**config.mk**
```make
export PLATFORM = sky130hd
export DESIGN_NAME = dma_ll_loader
export DESIGN_NICKNAME = d
export VERILOG_FILES = /design/src/rtl/dma_ll_pkg.sv /design/src/rtl/dma_ll_regfile.sv /design/src/rtl/dma_ll_seq.sv /design/src/rtl/dma_ll_xfer_count.sv /design/src/rtl/dma_ll_loader.sv
export SDC_FILE = /design/constraint.sdc
export NUM_CORES = 1
export LEC_CHECK = 0
export ABC_AREA = 1
export BUFFER_PORTS_ARGS = -buffer_cell sky130_fd_sc_hd__buf_2
export CORE_ASPECT_RATIO = 1.1
export CORE_MARGIN = 2
export CORE_UTILIZATION = 54
export DETAILED_ROUTE_END_ITERATION = 12
export PLACE_DENSITY_LB_ADDON = 0.2
export SYNTH_ARGS = -nofsm -noshare
export SYNTH_HDL_FRONTEND = slang
export SYNTH_SLANG_ARGS = --single-unit
```
**constraint.sdc**
```tcl
create_clock -name clk -period 2.4 [get_ports clk]
set_input_delay 0.36 -clock clk [delete_from_list [all_inputs] [get_ports clk]]
set_output_delay 0.36 -clock clk [all_outputs]
set_load 0.01 [all_outputs]
```
**src/rtl/dma_ll_pkg.sv**
```systemverilog
package dma_ll_pkg;
  // Register slot indices, also the fetch order from memory
  localparam int unsigned SLOT_TR1  = 0;
  localparam int unsigned SLOT_TR2  = 1;
  localparam int unsigned SLOT_BLK  = 2;
  localparam int unsigned SLOT_SRC  = 3;
  localparam int unsigned SLOT_DST  = 4;
  localparam int unsigned SLOT_LINK = 5;

  // Link word layout: offset field from bit 2, update flags from bit 16
  localparam int unsigned LINK_OFF_LSB  = 2;
  localparam int unsigned LINK_FLAG_LSB = 16;

  // Destination width code position in transfer-control 1
  localparam int unsigned DW_CODE_LSB = 16;
  localparam int unsigned BYTES_W     = 16;

  typedef enum logic [1:0] {
    LD_IDLE    = 2'd0,
    LD_REQ     = 2'd1,
    LD_WAIT    = 2'd2,
    LD_RESTART = 2'd3
  } ld_state_e;
endpackage

```
**src/rtl/dma_ll_regfile.sv**
```systemverilog
module dma_ll_regfile #(
  parameter int unsigned NREG = 6,
  parameter int unsigned DW   = 32,
  parameter int unsigned IW   = 3
) (
  input  logic                     clk,
  input  logic                     rst_n,
  input  logic                     sw_we,
  input  logic [IW-1:0]            sw_idx,
  input  logic [DW-1:0]            sw_data,
  input  logic                     ld_we,
  input  logic [IW-1:0]            ld_idx,
  input  logic [DW-1:0]            ld_data,
  input  logic                     clr_link,
  output logic [NREG-1:0][DW-1:0]  regs_o
);
  localparam int unsigned LINK_SLOT = NREG - 1;

  for (genvar g = 0; g < NREG; g++) begin : g_slot
    localparam logic [IW-1:0] MY_IDX = IW'(g);
    always_ff @(posedge clk or negedge rst_n) begin
      if (!rst_n) begin
        regs_o[g] <= '0;
      end else if (ld_we && ld_idx == MY_IDX) begin
        regs_o[g] <= ld_data;
      end else if (clr_link && g == LINK_SLOT) begin
        regs_o[g] <= '0;
      end else if (sw_we && sw_idx == MY_IDX) begin
        regs_o[g] <= sw_data;
      end
    end
  end


  keep_unflagged_chk: assert property (@(posedge clk) disable iff (!rst_n)
    (!ld_we && !sw_we && !clr_link) |=> $stable(regs_o));
endmodule

```
**src/rtl/dma_ll_seq.sv**
```systemverilog
module dma_ll_seq
  import dma_ll_pkg::*;
#(
  parameter int unsigned NREG   = 6,
  parameter int unsigned DW     = 32,
  parameter int unsigned BASE_W = 16,
  parameter int unsigned OFF_W  = 14,
  parameter int unsigned IW     = 3
) (
  input  logic                        clk,
  input  logic                        rst_n,
  input  logic                        blk_done,
  input  logic [DW-1:0]               link_word,
  input  logic [BASE_W-1:0]           base,
  output logic                        rd_req_valid,
  input  logic                        rd_req_ready,
  output logic [BASE_W+OFF_W+1:0]     rd_req_addr,
  input  logic                        rd_rsp_valid,
  output logic                        rd_rsp_ready,
  input  logic [DW-1:0]               rd_rsp_data,
  input  logic                        rd_rsp_err,
  output logic                        restart_valid,
  input  logic                        restart_ready,
  output logic                        ld_we,
  output logic [IW-1:0]               ld_idx,
  output logic [DW-1:0]               ld_data,
  output logic                        clr_link,
  output logic                        busy,
  output logic                        done_o,
  output logic                        err_o
);
  localparam int unsigned AW = BASE_W + OFF_W + 2;

  ld_state_e         state_q;
  logic [NREG-1:0]   pend_q;
  logic [AW-1:0]     addr_q;
  logic              keep_link_q;
  logic [IW-1:0]     nxt_idx;

  // lowest pending slot is fetched first
  always_comb begin
    nxt_idx = '0;
    for (int i = NREG - 1; i >= 0; i--) begin
      if (pend_q[i]) nxt_idx = IW'(i);
    end
  end

  always_ff @(posedge clk or negedge rst_n) begin
    if (!rst_n) begin
      state_q     <= LD_IDLE;
      pend_q      <= '0;
      addr_q      <= '0;
      keep_link_q <= 1'b0;
      done_o      <= 1'b0;
      err_o       <= 1'b0;
    end else begin
      done_o <= 1'b0;
      err_o  <= 1'b0;
      unique case (state_q)
        LD_IDLE: begin
          if (blk_done) begin
            if (link_word == '0) begin
              done_o <= 1'b1;
            end else begin
              pend_q      <= link_word[LINK_FLAG_LSB +: NREG];
              keep_link_q <= link_word[LINK_FLAG_LSB + NREG - 1];
              addr_q      <= {base, link_word[LINK_OFF_LSB +: OFF_W], 2'b00};
              state_q     <= LD_REQ;
            end
          end
        end
        LD_REQ: begin
          if (pend_q == '0) begin
            state_q <= LD_RESTART;
          end else if (rd_req_ready) begin
            state_q <= LD_WAIT;
          end
        end
        LD_WAIT: begin
          if (rd_rsp_valid) begin
            if (rd_rsp_err) begin
              err_o   <= 1'b1;
              pend_q  <= '0;
              state_q <= LD_IDLE;
            end else begin
              pend_q[nxt_idx] <= 1'b0;
              addr_q          <= addr_q + AW'(4);
              state_q         <= LD_REQ;
            end
          end
        end
        LD_RESTART: begin
          if (restart_ready) state_q <= LD_IDLE;
        end
        default: state_q <= LD_IDLE;
      endcase
    end
  end

  assign rd_req_valid  = (state_q == LD_REQ) && (pend_q != '0);
  assign rd_req_addr   = addr_q;
  assign rd_rsp_ready  = (state_q == LD_WAIT);
  assign restart_valid = (state_q == LD_RESTART);
  assign busy          = (state_q != LD_IDLE);
  assign clr_link      = (state_q == LD_REQ) && (pend_q == '0) && !keep_link_q;
  assign ld_we         = (state_q == LD_WAIT) && rd_rsp_valid && !rd_rsp_err;
  assign ld_idx        = nxt_idx;
  assign ld_data       = rd_rsp_data;


  req_hold_chk: assert property (@(posedge clk) disable iff (!rst_n)
    (rd_req_valid && !rd_req_ready) |=> (rd_req_valid && $stable(rd_req_addr)));

  single_outstanding_chk: assert property (@(posedge clk) disable iff (!rst_n)
    rd_rsp_ready |-> !rd_req_valid);

  restart_hold_chk: assert property (@(posedge clk) disable iff (!rst_n)
    (restart_valid && !restart_ready) |=> restart_valid);

  done_when_idle_chk: assert property (@(posedge clk) disable iff (!rst_n)
    done_o |-> (!busy && !rd_req_valid));

  error_aborts_chk: assert property (@(posedge clk) disable iff (!rst_n)
    err_o |-> (!busy && !restart_valid));

  addr_step_chk: assert property (@(posedge clk) disable iff (!rst_n)
    ld_we |=> (rd_req_addr == $past(rd_req_addr) + AW'(4)));
endmodule

```
**src/rtl/dma_ll_xfer_count.sv**
```systemverilog
module dma_ll_xfer_count
  import dma_ll_pkg::*;
#(
  parameter int unsigned DW = 32
) (
  input  logic [DW-1:0]      tr1,
  input  logic [DW-1:0]      blk,
  output logic [BYTES_W-1:0] xfers
);
  logic [1:0] code;
  logic [1:0] shift;

  assign code  = tr1[DW_CODE_LSB +: 2];
  assign shift = (code == 2'd3) ? 2'd2 : code;
  assign xfers = blk[BYTES_W-1:0] >> shift;
endmodule

```
**src/rtl/dma_ll_loader.sv**
```systemverilog
module dma_ll_loader
  import dma_ll_pkg::*;
#(
  parameter int unsigned DW     = 32,
  parameter int unsigned BASE_W = 16,
  parameter int unsigned OFF_W  = 14
) (
  input  logic                    clk,
  input  logic                    rst_n,
  input  logic                    sw_we,
  input  logic [2:0]              sw_sel,
  input  logic [DW-1:0]           sw_wdata,
  input  logic                    blk_done,
  output logic                    restart_valid,
  input  logic                    restart_ready,
  output logic                    rd_req_valid,
  input  logic                    rd_req_ready,
  output logic [BASE_W+OFF_W+1:0] rd_req_addr,
  input  logic                    rd_rsp_valid,
  output logic                    rd_rsp_ready,
  input  logic [DW-1:0]           rd_rsp_data,
  input  logic                    rd_rsp_err,
  output logic [DW-1:0]           ch_tr1,
  output logic [DW-1:0]           ch_tr2,
  output logic [DW-1:0]           ch_blk,
  output logic [DW-1:0]           ch_src,
  output logic [DW-1:0]           ch_dst,
  output logic [DW-1:0]           ch_link,
  output logic [BYTES_W-1:0]      blk_xfers,
  output logic                    busy,
  output logic                    done,
  output logic                    error
);
  localparam int unsigned NREG = 6;
  localparam int unsigned IW   = 3;
  localparam logic [IW-1:0] BASE_SEL = IW'(NREG);

  logic [NREG-1:0][DW-1:0] regs;
  logic [BASE_W-1:0]       base_q;
  logic                    sw_ok;
  logic                    ld_we;
  logic [IW-1:0]           ld_idx;
  logic [DW-1:0]           ld_data;
  logic                    clr_link;

  assign sw_ok = sw_we && !busy;

  always_ff @(posedge clk or negedge rst_n) begin
    if (!rst_n)                          base_q <= '0;
    else if (sw_ok && sw_sel == BASE_SEL) base_q <= sw_wdata[BASE_W-1:0];
  end

  dma_ll_regfile #(.NREG(NREG), .DW(DW), .IW(IW)) u_regs (
    .clk      (clk),
    .rst_n    (rst_n),
    .sw_we    (sw_ok),
    .sw_idx   (sw_sel),
    .sw_data  (sw_wdata),
    .ld_we    (ld_we),
    .ld_idx   (ld_idx),
    .ld_data  (ld_data),
    .clr_link (clr_link),
    .regs_o   (regs)
  );

  dma_ll_seq #(.NREG(NREG), .DW(DW), .BASE_W(BASE_W), .OFF_W(OFF_W), .IW(IW)) u_seq (
    .clk           (clk),
    .rst_n         (rst_n),
    .blk_done      (blk_done),
    .link_word     (regs[SLOT_LINK]),
    .base          (base_q),
    .rd_req_valid  (rd_req_valid),
    .rd_req_ready  (rd_req_ready),
    .rd_req_addr   (rd_req_addr),
    .rd_rsp_valid  (rd_rsp_valid),
    .rd_rsp_ready  (rd_rsp_ready),
    .rd_rsp_data   (rd_rsp_data),
    .rd_rsp_err    (rd_rsp_err),
    .restart_valid (restart_valid),
    .restart_ready (restart_ready),
    .ld_we         (ld_we),
    .ld_idx        (ld_idx),
    .ld_data       (ld_data),
    .clr_link      (clr_link),
    .busy          (busy),
    .done_o        (done),
    .err_o         (error)
  );

  dma_ll_xfer_count #(.DW(DW)) u_xfer (
    .tr1   (regs[SLOT_TR1]),
    .blk   (regs[SLOT_BLK]),
    .xfers (blk_xfers)
  );

  assign ch_tr1  = regs[SLOT_TR1];
  assign ch_tr2  = regs[SLOT_TR2];
  assign ch_blk  = regs[SLOT_BLK];
  assign ch_src  = regs[SLOT_SRC];
  assign ch_dst  = regs[SLOT_DST];
  assign ch_link = regs[SLOT_LINK];


  base_locked_chk: assert property (@(posedge clk) disable iff (!rst_n)
    busy |=> $stable(base_q));
endmodule

```
# Word-level counts from Yosys, hierarchy flattened

Index checks and enable logic that the tools add are counted.

Shift operators: 1
Equality and inequality tests: 21
Div/mod/pow operators: 0
$lt $le $gt $ge: 2
Reduce and logical (&&, ||, !) cells: 41
Bitwise logic cells: 3
Multiply operators: 0
$add $sub $neg: 1
Mux-type cells: 46

Operators with widths:

| operator                | number |
|---|---|
| $mux W32                | 17 |
| $pmux W32 S2            | 1 |
| $add A32 B3 Y32 const B | 1 |
| $logic_not A32 Y1       | 1 |
| $mux W6                 | 4 |
| $logic_and A1 B1 Y1     | 20 |
| $mux W3                 | 6 |
| $shr A16 B2 Y16         | 1 |
| $eq A3 B3 Y1 const B    | 5 |
| $mux W2                 | 7 |
| $reduce_bool A2 Y1      | 7 |
| $eq A3 B2 Y1 const B    | 4 |
| $pmux W6 S2             | 1 |
| $reduce_and A5 Y1       | 2 |
| $mux W1                 | 8 |
| $ne A2 B2 Y1 const B    | 4 |
| $pmux W2 S4             | 1 |
| $and A6 B6 Y6           | 1 |
| $eq A2 B2 Y1 const B    | 3 |
| $eq A3 B1 Y1 const B    | 2 |
| $logic_not A3 Y1        | 2 |
| $logic_not A6 Y1        | 1 |
| $not A6 Y6              | 1 |
| $reduce_bool A6 Y1      | 1 |
| other kinds (12)        | 14 |

Logic and storage cells: 128
Bits in latches: 0
Memories: 0
Memory bits (read-only): 0
Input port bits: 75
Bits in writable memories: 0
Register bits: 251
Output and inout bits: 246

# Longest topological paths before layout

Depth in word-level cells: 15
Mapped depth: 12
Gate-level depth less buffers: 12

# Hierarchy

A second synthesis with hierarchy kept.

Cells, all modules: 2166
Area, all modules: 14607.8 um^2

Modules (own cells, without submodules):

| module            | times used | sequential area each (um^2) | cells each | area an instance (um^2) |
|---|---|---|---|---|
| dma_ll_regfile    | 1          | 4804.6                      | 1430       | 10079.7 |
| dma_ll_seq        | 1          | 1026.0                      | 566        | 3455.8 |
| dma_ll_loader     | 1          | 400.4                       | 72         | 671.9 |
| dma_ll_xfer_count | 1          | 0.0                         | 98         | 400.4 |

# Worst setup path before layout

No wires, ideal clock.

Path type: register to register
Start point: reg u_seq.addr_q[2] (netlist: u_seq.rd_req_addr[2])
End point: reg u_seq.addr_q[14] (netlist: u_seq.rd_req_addr[14])
Arrival: 1589 ps
Buffers on the path: 0
Setup time: 116 ps
Required time: 2284 ps
Stages on the path, launching flop included: 11
Period minus slack after synthesis: 1705 ps
Setup slack: 695 ps
Cell sequence: dfrtp_1 -> ha_1 -> nand3_1 -> inv_1 -> nand2_1 -> nor2_1 -> or2_2 -> nand3_1 -> nand2_1 -> nand2_1 -> nand2_1

Cells in the longest elaborated chain, start to end: 4

RTL lines:

| item                   | line             | source |
|---|---|---|
| start, declared        | dma_ll_seq.sv:36 | `logic [AW-1:0] addr_q;` |
| start signal, assigned | dma_ll_seq.sv:67 | `addr_q <= {base, link_word[LINK_OFF_LSB +: OFF_W], 2'b00};` |
| start signal, assigned | dma_ll_seq.sv:87 | `addr_q <= addr_q + AW'(4);` |
| $add A32 B3 Y32        | dma_ll_seq.sv:87 |  |
| $mux W32               | dma_ll_seq.sv:81 | `if (rd_rsp_err) begin` |
| $mux W32               | dma_ll_seq.sv:80 | `if (rd_rsp_valid) begin` |
| $pmux W32 S2           | dma_ll_seq.sv:59 | `unique case (state_q)` |

Every way passes these cells. The select of a mux whose other input is x is not followed.
A chain may end at the register's enable or synchronous reset.

# Worst setup path after layout

Start point: reg u_seq.state_q[0]
End point: out rd_rsp_ready

Cells in the longest elaborated chain, start to end: 1

RTL lines:

| item                   | line                | source |
|---|---|---|
| start, declared        | dma_ll_seq.sv:34    | `ld_state_e state_q;` |
| start signal, assigned | dma_ll_seq.sv:50    | `state_q <= LD_IDLE;` |
| start signal, assigned | dma_ll_seq.sv:68    | `state_q <= LD_REQ;` |
| start signal, assigned | dma_ll_seq.sv:74    | `state_q <= LD_RESTART;` |
| $eq A2 B2 Y1           | dma_ll_seq.sv:102   | `assign rd_rsp_ready = (state_q == LD_WAIT);` |
| end, declared          | dma_ll_loader.sv:20 | `output logic rd_rsp_ready,` |

Every way passes these cells.

==> summary.md <==
| Metric | Value |
|---|---|
| Seq cells post-synth | 249 |
| RSZ-0062 raised after global routing | yes |
| Post-CTS Setup Bufs | 0 |
| Hold/Removal Path Class | in -> reg |
| Initial Util | 0.553 |
| Clock buffer depth | 3 |
| Worst skew pair latency | 0.54 ns |
| Design area | about 16000 um2 |
| Die H | 168 um |
| Status | complete, no violations |
| Drc violations | 0 |
| Top cells by area, synth | dfrtp_1 (47%), nand2_1 (18%), nand3_1 (8.6%) |
| Initial antenna violation count | 4 |
| TritonCTS clock tree | yes |
| Post-layout min period | 2.26 ns |
| Vias | 13.6k |
| Avg Cell Area, Syn | 7.51 um2 |
| Leak | between 8 and 9 nW |
| Max-slew headroom | 0.328 |
| Total GRT Usage | 0.356 |
| Root Buffer Master | clkbuf_16 |
| Fmax | between 400 and 500 MHz |
| Max Cap Viol | 0 |
| Core area | ~24000 um2 |
| Worst Path Max Fanout | 33 |
| Metal2 WL | 22900 um |
| Synthesis Warnings | 0 |
| Drt wl/cell | 19.6 um |
| Grt ovf | 0 |
| CP endpoint kind | output pin |
| Worst Setup Start Kind | register |
| Depth of the CTS H-tree | 1 |
| Drt first pass iters | 6 |
| Share of cells above drive strength 1 | 0.215 |
| Die ar. | 25600 um2 |
| Synth top area share | 0.474 |
| Vias per Instance | 5.75 |
| Most numerous cell in the Yosys netlist | nand2_1 |
| Post-synth top flop | dfrtp_1 |
| HP Start | sw_wdata[9] |
| Syn Inst Count | between 1.5k and 2k |
| Largest net degree at the start of global routing | 65 |
| Post-Syn Area | 13200 um2 |
| TritonCTS Buffers | 26 |
| Cell Area, Placed | 15100 um2 |
| First-pass GRT wire length | 72800 um |
| Layout area overhead | 22.1% |
| Crit path DAT | 1.90 ns |
| Worst-case reg-to-reg path depth | 9 |
| Placer Congestion | 0.926 |
| Hpwl dp | 32700 um |
| Post-synth top cells | nand2_1 (615), dfrtp_1 (249), nand3_1 (226) |
| Setup TNS | 0 ns |
| Final Hold Vio Count | 0 |
| Vias in the first global route | 12.9k |
| Hold Path Stages | 3 |
| Final hold slack | between 0.07 and 0.08 ns |
| Reg-to-reg setup timing slack | 0.19 ns |
| Reg2reg end | u_regs.regs_o[125]$_DFFE_PN0P_ |
| Setup violations, final | 0 |
| Ports | 321 |
| Register area share after synthesis | 0.474 |
| Total wire length | 46500 um |
| Min-Delay Endpoint | u_regs.regs_o[105]$_DFFE_PN0P_ |
| Measured slew at the worst slew-check pin | 1.01 ns |
| Final ANT Viol Nets | 0 |
| Tcrit/Tclk final | 0.943 |
| Unique masters post-synth | 34 |
| Post-synth EDFFs | 0 |
| Clk_skew | 0.0147 ns |
| Setup Crit Path Kind | reg -> out |
| Power Density | 1340 nW/um2 |
| Met1 Wirelength | 17600 um |
| Row count | 59 |
| Die width | between 150 and 200 um |
| Max Slew Vio Count | 0 |
| Finished Layout Cells | approximately 2.4k |
| Met3 routed WL | a little over 4000 um |
| First-iteration detailed-routing DRC count | around 1.2k |
| # nets final | 2120 |
| Port Buffers | 318 |
| Leading area contributor after synthesis | dfrtp_1 |
| Clock Sinks | 249 |
| Worst r2r src | u_seq.pend_q[5]$_DFFE_PN0P_ |
| Final Power | 21.5 mW |
| Post-synth ARST share | 1.00 |
| Worst IR Drop VDD | between 0.8 and 0.9 mV |
| Crit path required time | roughly 2.0 ns |
| Inst Count DP | between 2k and 2.5k |
| DR top layer | met5 |
| Clock slew at reported path FFs | 0.06 ns |
==> layout make-up <==
type	count	area, um2
fillers	2046	7710
flip-flops and latches	249	6230
multi-input cells	1203	5780
repair buffers	367	2000
clock buffers	38	777
inverters	197	739
well taps	305	382
clock inverters	9	148
diodes	1	2.50
==> what timing repair did <==
| action | CTS | global route |
|---|---|---|
| hold buffers | 1 | 0 |
| endpoints found under the setup margin | 0 | 20 |
| gates resized for setup | 0 | 5 |
| endpoints found under the hold margin | 58 | 0 |
==> metrics by stage <==
stage                     utilization  worst slack, ns
after floorplan                     -            0.695
after global placement          0.636            0.284
after detailed placement        0.636            0.160
after CTS                       0.675           0.0166
after global routing            0.676          -0.0151
final                           0.676            0.136
==> where the power goes <==
| part | leakage [nW] | internal [mW] | switching [mW] |
|---|---|---|---|
| clock network | 0.454 | 2.67 | 1.72 |
| logic | 5.07 | 3.60 | 5.51 |
| registers | 3.11 | 6.21 | 1.80 |
==> worst max-delay path: stages (launching register included) <==
cell,delay [ns]
dfrtp_1,0.43
inv_2,0.11
nand2_2,0.07
buf_4,0.25
inv_2,0.10
buf_8,0.22
buf_2,0.17
==> layout by cell type (no fill, tap or decap), types with 45 or more instances in the layout <==
cell type / instances
inv_1: 190
nor2_1: 77
buf_4: 45
nand2_1: 613
o211ai_1: 45
buf_2: 317
dfrtp_1: 248
o21ai_0: 76
nand3_1: 225
o221ai_1: 50
==> per-layer routing <==
| metal | track usage | vias up |
|---|---|---|
| met4 | 0.128 | 6 |
| met1 | 0.449 | 6488 |
| met2 | 0.610 | 692 |
| li1 | - | 6319 |
| met3 | 0.0701 | 114 |
| met5 | 0 | - |
==> worst max path at each step <==
stage	startpoint	to	slack, ns	cells past startpoint
4_1_cts	u_seq.state_q[0]$_DFFE_PN0P_	rd_rsp_ready	0.02	6
2_1_floorplan	u_seq.rd_req_addr[2]$_DFFE_PN0P_	u_seq.rd_req_addr[14]$_DFFE_PN0P_	0.69	10
3_3_place_gp	u_seq.pend_q[5]$_DFFE_PN0P_	u_regs.regs_o[113]$_DFFE_PN0P_	0.28	9
6_report	u_seq.state_q[0]$_DFFE_PN0P_	rd_rsp_ready	0.14	6
3_5_place_dp	u_seq.pend_q[5]$_DFFE_PN0P_	u_regs.regs_o[125]$_DFFE_PN0P_	0.16	9
5_1_grt	u_seq.pend_q[1]$_DFFE_PN0P_	u_regs.regs_o[62]$_DFFE_PN0P_	-0.02	9
==> kinds of logic (layout without fill, tap and decap cells) <==
kind of cell	count (synthesis)	count (layout)	synth area share
and+or+nand+nor	984	984	0.320
other	1	3	0.000285
adders and majority gates	1	1	0.000951
buffers and inverters	300	611	0.0918
AOI/OAI and AO/OA	211	211	0.110
DFF	249	249	0.474
xor gates and xnor gates	5	5	0.00333
==> sequential cells by signal, indices dropped and copies added, names as in the netlist <==
signal / count
base_q: 16
u_regs.regs_o: 192
u_seq.done_o: 1
u_seq.err_o: 1
u_seq.keep_link_q: 1
u_seq.pend_q: 6
u_seq.rd_req_addr: 30
u_seq.state_q: 2
Note: power is estimated with default switching activity, not from simulation.
